**config.mk**
```make
export PLATFORM = sky130hd
export DESIGN_NAME = exc_entry_ctrl
export DESIGN_NICKNAME = d
export VERILOG_FILES = /design/src/rtl/exc_entry_pkg.sv /design/src/rtl/exc_slot_detect.sv /design/src/rtl/exc_vector_sel.sv /design/src/rtl/exc_shadow_rotate.sv /design/src/rtl/exc_entry_ctrl.sv
export SDC_FILE = /design/constraint.sdc
export NUM_CORES = 1
export LEC_CHECK = 0
export ABC_CLOCK_PERIOD_IN_PS = 3370
export BUFFER_PORTS_ARGS = -buffer_cell sky130_fd_sc_hd__clkbuf_2
export CAP_MARGIN = 20
export CORE_MARGIN = 4
export CORE_UTILIZATION = 30
export CTS_BUF_LIST = sky130_fd_sc_hd__clkbuf_8
export CTS_CLUSTER_DIAMETER = 40
export DETAILED_ROUTE_END_ITERATION = 7
export MAX_ROUTING_LAYER = met4
export SYNTH_ARGS = -nofsm -noshare
export SYNTH_HDL_FRONTEND = slang
export SYNTH_SLANG_ARGS = --single-unit
```
**constraint.sdc**
```tcl
create_clock -name clk -period 3.37 [get_ports clk]
set_input_delay 0.674 -clock clk [delete_from_list [all_inputs] [get_ports clk]]
set_output_delay 0.674 -clock clk [all_outputs]
set_load 0.01 [all_outputs]
```
**src/rtl/exc_entry_pkg.sv**
```systemverilog
package exc_entry_pkg;
    localparam int unsigned CODE_W = 5;

    typedef enum logic [CODE_W-1:0] {
        EXC_INT     = 5'd0,
        EXC_TLB_MOD = 5'd1,
        EXC_TLB_LD  = 5'd2,
        EXC_TLB_ST  = 5'd3,
        EXC_ADDR_LD = 5'd4,
        EXC_ADDR_ST = 5'd5,
        EXC_SYSCALL = 5'd8,
        EXC_BREAK   = 5'd9,
        EXC_RESV    = 5'd10,
        EXC_CPU     = 5'd11,
        EXC_OVF     = 5'd12,
        EXC_TRAP    = 5'd13
    } exc_code_e;

    typedef enum logic [1:0] {
        CFG_STATUS = 2'd0,
        CFG_CAUSE  = 2'd1,
        CFG_EBASE  = 2'd2,
        CFG_SHADOW = 2'd3
    } cfg_sel_e;

    // Address-carrying causes: translation and alignment faults
    function automatic logic records_badva(input logic [CODE_W-1:0] c);
        return (c >= EXC_TLB_MOD) && (c <= EXC_ADDR_ST);
    endfunction
endpackage

```
**src/rtl/exc_slot_detect.sv**
```systemverilog
module exc_slot_detect #(
    parameter int AW         = 32,
    parameter int INSN_BYTES = 4
) (
    input  logic [AW-1:0] pc,
    input  logic [AW-1:0] npc,
    output logic          in_slot,
    output logic [AW-1:0] ret_pc
);
    localparam logic [AW-1:0] STEP = AW'(INSN_BYTES);

    // A non-sequential successor means the faulting slot follows a branch
    always_comb begin
        in_slot = (pc + STEP) != npc;
        ret_pc  = in_slot ? (pc - STEP) : pc;
    end
endmodule

```
**src/rtl/exc_vector_sel.sv**
```systemverilog
module exc_vector_sel #(
    parameter int            AW           = 32,
    parameter logic [AW-1:0] BOOT_GEN_VEC = 32'hBFC0_0200,
    parameter logic [AW-1:0] OFS_REFILL   = 32'h0000_0000,
    parameter logic [AW-1:0] OFS_GENERAL  = 32'h0000_0180,
    parameter logic [AW-1:0] OFS_INTR     = 32'h0000_0200
) (
    input  logic [AW-1:0] vec_base,
    input  logic          bev,
    input  logic          exl_before,
    input  logic          iv,
    input  logic          refill,
    input  logic          is_intr,
    output logic [AW-1:0] handler
);
    always_comb begin
        if (bev)
            handler = BOOT_GEN_VEC;
        else if (refill && !exl_before)
            handler = vec_base + OFS_REFILL;
        else if (is_intr && iv)
            handler = vec_base + OFS_INTR;
        else
            handler = vec_base + OFS_GENERAL;
    end
endmodule

```
**src/rtl/exc_shadow_rotate.sv**
```systemverilog
module exc_shadow_rotate #(
    parameter int SET_W = 4
) (
    input  logic             rotate,
    input  logic [SET_W-1:0] cur,
    input  logic [SET_W-1:0] prev,
    input  logic [SET_W-1:0] ent,
    output logic [SET_W-1:0] cur_n,
    output logic [SET_W-1:0] prev_n
);
    always_comb begin
        cur_n  = rotate ? ent : cur;
        prev_n = rotate ? cur : prev;
    end
endmodule

```
**src/rtl/exc_entry_ctrl.sv**
```systemverilog
module exc_entry_ctrl
    import exc_entry_pkg::*;
#(
    parameter int            AW           = 32,
    parameter int            CP_W         = 2,
    parameter int            SET_W        = 4,
    parameter int            INSN_BYTES   = 4,
    parameter logic [AW-1:0] RESET_VEC    = 32'hBFC0_0000,
    parameter logic [AW-1:0] BOOT_GEN_VEC = 32'hBFC0_0200,
    parameter logic [AW-1:0] EBASE_INIT   = 32'h8000_0000,
    parameter logic [AW-1:0] OFS_REFILL   = 32'h0000_0000,
    parameter logic [AW-1:0] OFS_GENERAL  = 32'h0000_0180,
    parameter logic [AW-1:0] OFS_INTR     = 32'h0000_0200
) (
    input  logic              clk,
    input  logic              rst,
    input  logic              exc_valid,
    input  logic [CODE_W-1:0] exc_code,
    input  logic              exc_refill,
    input  logic [AW-1:0]     exc_pc,
    input  logic [AW-1:0]     exc_npc,
    input  logic [AW-1:0]     exc_badva,
    input  logic [CP_W-1:0]   exc_cpid,
    input  logic              cfg_we,
    input  logic [1:0]        cfg_sel,
    input  logic [AW-1:0]     cfg_wdata,
    output logic              st_exl,
    output logic              st_bev,
    output logic [CODE_W-1:0] cause_code,
    output logic              cause_bd,
    output logic [CP_W-1:0]   cause_ce,
    output logic              cause_iv,
    output logic [AW-1:0]     epc,
    output logic [AW-1:0]     badvaddr,
    output logic [AW-1:0]     ebase,
    output logic [SET_W-1:0]  srs_cur,
    output logic [SET_W-1:0]  srs_prev,
    output logic [SET_W-1:0]  srs_ent,
    output logic              redirect_valid,
    output logic [AW-1:0]     fetch_pc,
    output logic [AW-1:0]     fetch_npc,
    output logic [AW-1:0]     fetch_nnpc
);
    localparam int TRIP_N = 3;

    typedef struct packed {
        logic              exl;
        logic              bev;
        logic [CODE_W-1:0] code;
        logic              bd;
        logic [CP_W-1:0]   ce;
        logic              iv;
        logic [AW-1:0]     epc;
        logic [AW-1:0]     badva;
        logic [AW-1:0]     ebase;
        logic [SET_W-1:0]  cur;
        logic [SET_W-1:0]  prev;
        logic [SET_W-1:0]  ent;
        logic              redir;
        logic [AW-1:0]     pc0;
        logic [AW-1:0]     pc1;
        logic [AW-1:0]     pc2;
    } state_t;

    state_t st_d, st_q;

    logic          slot_hit;
    logic [AW-1:0] slot_ret;
    logic [AW-1:0] vec_addr;
    logic          rot_en;
    logic [SET_W-1:0] cur_rot, prev_rot;
    logic [AW-1:0] trip [TRIP_N];

    exc_slot_detect #(.AW(AW), .INSN_BYTES(INSN_BYTES)) u_slot (
        .pc      (exc_pc),
        .npc     (exc_npc),
        .in_slot (slot_hit),
        .ret_pc  (slot_ret)
    );

    exc_vector_sel #(
        .AW(AW), .BOOT_GEN_VEC(BOOT_GEN_VEC), .OFS_REFILL(OFS_REFILL),
        .OFS_GENERAL(OFS_GENERAL), .OFS_INTR(OFS_INTR)
    ) u_vec (
        .vec_base   (st_q.ebase),
        .bev        (st_q.bev),
        .exl_before (st_q.exl),
        .iv         (st_q.iv),
        .refill     (exc_refill),
        .is_intr    (exc_code == EXC_INT),
        .handler    (vec_addr)
    );

    assign rot_en = exc_valid && !st_q.exl && !st_q.bev;

    exc_shadow_rotate #(.SET_W(SET_W)) u_srs (
        .rotate (rot_en),
        .cur    (st_q.cur),
        .prev   (st_q.prev),
        .ent    (st_q.ent),
        .cur_n  (cur_rot),
        .prev_n (prev_rot)
    );

    for (genvar k = 0; k < TRIP_N; k++) begin : g_trip
        assign trip[k] = vec_addr + AW'(k * INSN_BYTES);
    end

    always_comb begin
        st_d       = st_q;
        st_d.redir = 1'b0;
        if (exc_valid) begin
            st_d.exl   = 1'b1;
            st_d.code  = exc_code;
            st_d.bd    = slot_hit;
            st_d.epc   = slot_ret;
            st_d.ce    = (exc_code == EXC_CPU) ? exc_cpid : '0;
            if (records_badva(exc_code))
                st_d.badva = exc_badva;
            st_d.cur   = cur_rot;
            st_d.prev  = prev_rot;
            st_d.redir = 1'b1;
            st_d.pc0   = trip[0];
            st_d.pc1   = trip[1];
            st_d.pc2   = trip[2];
        end else if (cfg_we) begin
            case (cfg_sel_e'(cfg_sel))
                CFG_STATUS: begin
                    st_d.exl = cfg_wdata[0];
                    st_d.bev = cfg_wdata[1];
                end
                CFG_CAUSE:  st_d.iv    = cfg_wdata[0];
                CFG_EBASE:  st_d.ebase = cfg_wdata;
                CFG_SHADOW: begin
                    st_d.ent  = cfg_wdata[SET_W-1:0];
                    st_d.cur  = cfg_wdata[2*SET_W-1:SET_W];
                    st_d.prev = cfg_wdata[3*SET_W-1:2*SET_W];
                end
                default: ;
            endcase
        end
    end

    always_ff @(posedge clk) begin
        if (rst) begin
            st_q       <= '0;
            st_q.bev   <= 1'b1;
            st_q.ebase <= EBASE_INIT;
            st_q.redir <= 1'b1;
            st_q.pc0   <= RESET_VEC;
            st_q.pc1   <= RESET_VEC + AW'(INSN_BYTES);
            st_q.pc2   <= RESET_VEC + AW'(2 * INSN_BYTES);
        end else begin
            st_q <= st_d;
        end
    end

    assign st_exl         = st_q.exl;
    assign st_bev         = st_q.bev;
    assign cause_code     = st_q.code;
    assign cause_bd       = st_q.bd;
    assign cause_ce       = st_q.ce;
    assign cause_iv       = st_q.iv;
    assign epc            = st_q.epc;
    assign badvaddr       = st_q.badva;
    assign ebase          = st_q.ebase;
    assign srs_cur        = st_q.cur;
    assign srs_prev       = st_q.prev;
    assign srs_ent        = st_q.ent;
    assign redirect_valid = st_q.redir;
    assign fetch_pc       = st_q.pc0;
    assign fetch_npc      = st_q.pc1;
    assign fetch_nnpc     = st_q.pc2;
endmodule

```
### Word level (Yosys, flattened, before mapping)

Cells that the tools add are included.

* bits in registers: 216

* add/sub/neg operators: 6
* magnitude comparators: 2
* reductions and logical operators: 19
* eq/ne operators: 6
* bitwise operators: 1
* mux-type cells: 14

Operators by type and width (count)
* $mux W32: 4
* $mux W97: 1
* $add A32 B3 Y32 const B: 2
* $add A32 B10 Y32 const B: 1
* $add A32 B4 Y32 const B: 1
* $add A32 B9 Y32 const B: 1
* $ne A32 B32 Y1: 1
* $sub A32 B3 Y32 const B: 1
* $mux W12: 2
* $reduce_and A3 Y1: 5
* $mux W4: 2
* $mux W8: 1
* $mux W2: 3
* $reduce_bool A2 Y1: 3
* $eq A5 B4 Y1 const B: 1
* $ge A5 B1 Y1 const B: 1
* $le A5 B3 Y1 const B: 1
* $logic_and A1 B1 Y1: 5
* $logic_not A5 Y1: 1
* $eq A2 B2 Y1 const B: 2
* $reduce_and A2 Y1: 2
* $eq A2 B1 Y1 const B: 1
* $logic_not A1 Y1: 2
* $logic_not A2 Y1: 1
* other kinds (3): 3

### Depth between registers and ports, before layout

* word-level depth: 7
* gate-level depth with buffers: 13
* mapped depth without buffers: 11

### By module

Synthesis repeated with hierarchy kept, for this count alone.

* cell total of the unflattened synthesis: 1421
* area total of the unflattened synthesis: 11512.3 µm²

Modules (own cells, without submodules)
* exc_entry_ctrl: times used 1, cells each 1001, area an instance 8689.6 µm², seq. area each 4224.1 µm²
* exc_slot_detect: times used 1, cells each 281, area an instance 1898.1 µm², seq. area each 0.0 µm²
* exc_vector_sel: times used 1, cells each 130, area an instance 793.3 µm², seq. area each 0.0 µm²
* exc_shadow_rotate: times used 1, cells each 9, area an instance 131.4 µm², seq. area each 0.0 µm²

### Least setup slack after synthesis

Ideal clock, no wire load.

* path type: input -> register
* start: input port exc_pc[5]
* end: register st_q (netlist bit epc[20])
* buffers on the path: 3
* stages: 12
* required time: 3.248 ns
* slack: -0.291 ns
* arrival time: 3.539 ns
* cells stage by stage: buf_4 nand2_2 or3_1 buf_6 nor4_4 xnor2_1 or4_1 or4_4 o21ai_0 buf_2 nor3_1 a311o_1

* word-level cells in the longest chain between the ends: 3

RTL lines
* start: declaration: RTL line exc_entry_ctrl.sv:20 `input logic [AW-1:0] exc_pc,`
* $add A32 B3 Y32: RTL line exc_slot_detect.sv:14 `in_slot = (pc + STEP) != npc;`
* $ne A32 B32 Y1: RTL line exc_slot_detect.sv:14
* $mux W32 (*): RTL line exc_slot_detect.sv:15 `ret_pc = in_slot ? (pc - STEP) : pc;`
* end signal: assignment: RTL line exc_entry_ctrl.sv:154 `st_q <= st_d;`
* end: declaration: RTL line exc_entry_ctrl.sv:65 `state_t st_d, st_q;`

Every way passes the cells marked *; elsewhere a longest branch is shown, timed or not.
A chain may end at the register's enable or synchronous reset.

### Worst setup path after layout

* start: input port exc_pc[15]
* end: register st_q (netlist bit epc[31])

Same word-level chain as after synthesis.

==> impl_metrics.tcl <==
set metrics [dict create \
    min_path_type "in2reg" \
    syn_inst 1400 \
    worstPathBufferInverterCount 2 \
    synth_cell_types 69 \
    slew_violations 0 \
    syn_nets 1548 \
    fin_crit_sh 0.945 \
    whs_ns 0.321 \
    cap_violations 0 \
    cts_sinks 211 \
    cpPeakStageDelay_ns 0.56 \
    fp-row-count 69 \
    ys_ff_latch 211 \
    setup-tns-final_ns 0 \
    final_common_cell "clkbuf_2" \
    seq_area_mm2 0.00422 \
    grt_usage 0.232 \
    synth_area_mm2 0.0110 \
    cts_tree "yes" \
    final.min_clock_period_ns 3.19 \
    path_cells "clkbuf_2 > buf_4 > or4_1 > or4_1 > or3_1 > or3_4 > nor4_2 > nand2b_1 > nor3_1 > a211oi_1 > nor4_1" \
    final_cell_mix "clkbuf_2, nand2_1, dfxtp_1" \
    postSynthAreaPerCell_um2 7.85 \
    drtPass1Iterations 7 \
    grt_max_degree 135 \
    die_area_mm2 0.0398 \
    yosys_warnings 0 \
    ios 358 \
    setup_viol 0 \
    hpwlAfterDp_mm 36.4 \
    cp_common_cell "or4_1" \
    clk_path_buf_depth 3 \
    grt_pass1_wl_mm 70.4 \
    synth_edf_count 0 \
    drive_gt1_frac 0.342 \
    worstSkewPairLatency_ns 0.56 \
    cts.repair.resized 0 \
    cp.required_ns 3.83 \
    coreArea_mm2 0.0358 \
    dr.first_iter.drc_count 785 \
    post_cts_buffers 0 \
    fmax_ghz 0.314 \
    slew_headroom 0.523 \
    die_w_um 199 \
    fin_cells 2382 \
    post-route-drc-count 0 \
    ctsHoldBuffers 0 \
    dpl.cell_count 2302 \
    finClkSkew_ns 0.0175 \
    peakVddDrop_uv 351 \
    worstPathMaxFanout 3 \
    criticalPathCategory "in2reg" \
    ys_seq_area_frac 0.384 \
    p_total_mw 6.67 \
    gp_congestion 0.893 \
    post-route-util 0.435 \
    nFillCells 3695 \
    drt-vias-per-instance 5.20 \
    antenna_found_initial 0 \
    path_delay_family "simple AND/OR/NAND/NOR gates" \
    cp_slowest_cell "or4_1" \
    initial_core_util 0.307 \
    grt_pass1_vias 12400 \
    ys.flop_type "dfxtp_1" \
    cts_inserted_buffers 45 \
    layout.nets 2036 \
    overflow 0 \
    wl_per_cell_um 19.5 \
    status "completed" \
    start_kind "input pin" \
    tightest_slew_ns 0.713 \
    cts_htree_levels 2 \
    ys_async_sr_fraction 0 \
    via_count 12400 \
    finalHoldViolations 0 \
    cts-root-buf "clkbuf_8" \
    crit_arrival_ns 3.65 \
    cp-end-kind "flip-flop" \
    drt-total-wl_mm 46.4 \
    ant_nets 0 \
    area_growth_pct 41.7 \
    p_leak_nw 6.51 \
    n_antenna_cell 0 \
    numPortBuffers 357 \
    clk_pin_slew_ns 0.06 \
    die_h_um 199 \
    multi_input_area_mm2 0.00634 \
    p_per_area_mw_per_mm2 428 \
    rsz0062_at_grt "true" \
]
## Yosys cell counts, types with 9 or more instances
master / number / area share
a311oi_1: 10 / 0.0080
o21ai_0: 54 / 0.025
nand3_1: 42 / 0.019
a22oi_1: 14 / 0.0096
nand2_1: 221 / 0.075
and4_1: 10 / 0.0080
or4_1: 10 / 0.0068
nand4_1: 31 / 0.018
nor2_1: 133 / 0.045
nor3_1: 44 / 0.020
mux2i_1: 36 / 0.033
nor2b_1: 13 / 0.0074
and3_1: 11 / 0.0063
dfxtp_1: 211 / 0.38
nor4_1: 29 / 0.017
and2_1: 10 / 0.0057
xnor2_1: 62 / 0.049
o211ai_1: 9 / 0.0061
clkbuf_1: 88 / 0.030
inv_1: 21 / 0.0072
or3_1: 25 / 0.014
a211oi_1: 31 / 0.021
xor2_1: 32 / 0.026
a21oi_1: 116 / 0.053
a22o_1: 10 / 0.0080
## sequential cells by signal, summed over array words and instances (netlist names)
name,count
badvaddr,32
ebase,32
epc,32
fetch_pc,32
fetch_npc,30
fetch_nnpc,29
cause_code,5
srs_cur,4
srs_ent,4
srs_prev,4
cause_ce,2
cause_bd,1
cause_iv,1
redirect_valid,1
st_bev,1
st_exl,1
## worst register-to-register path, cell delays in order, from the launching register on
cell and delay, ns:
dfxtp_1 0.43, and4_1 0.24, nand4_1 0.15, buf_4 0.20
or4_1 0.50, and3_1 0.20, nor4_1 0.38, buf_4 0.19
nand4_1 0.20, nor3_1 0.30, xnor2_1 0.14, o21ai_0 0.08
## metal layers
metal	global-route usage	vias to the layer above	wire, um
met1	0.285	5836	19600
met3	0.0506	77	3620
li1	-	5965	-
met2	0.389	499	22300
met4	0.0584	0	966
met5	-	-	0
## metrics by stage
| step | setup slack (ns) | cell area, um2 |
|---|---|---|
| after CTS | 0.0733 | 15600 |
| after detailed placement | -0.528 | 14500 |
| after global routing | -0.00243 | 15600 |
| after floorplan | -0.0161 | 11100 |
| final | 0.185 | 15600 |
| after global placement | -0.515 | 14500 |
## layout make-up
cell class,instances,area share
Clock buffer,52,0.0459
Clock inverter,28,0.0205
Inverter,21,0.00506
Multi-Input combinational cell,1058,0.407
Sequential cell,211,0.271
Tap cell,461,0.0370
Timing Repair Buffer,551,0.214
## worst paths after layout
| check | from | end | slack (ns) | cells past startpoint |
|---|---|---|---|---|
| worst max-delay path | exc_pc[15] | epc[31] | 0.18 | 11 |
| worst min-delay path | cfg_wdata[19] | ebase[19] | 0.32 | 3 |
| worst max register to register | ebase[19] | fetch_nnpc[28] | 0.22 | 11 |
| worst min register to register | badvaddr[2] | badvaddr[2] | 0.45 | 2 |
## cell families (layout without fill, tap and decap cells)
group                      Yosys count  after routing  share of synthesized area
and+or+nand+nor                    618            618                      0.274
AOI/OAI and AO/OA                  301            301                      0.174
DFF                                211            211                      0.384
buffers and inverters              131            652                     0.0502
xor gates and xnor gates            94             94                     0.0749
muxes                               39             39                     0.0359
adders and majority gates            6              6                    0.00683
## power breakdown
part	internal [mW]	total [mW]	switching, mW
logic	0.354	0.847	0.493
clock network	1.95	3.17	1.22
registers	2.58	2.65	0.0677
total	4.89	6.67	1.78
Power figures use the tool's default switching activity.
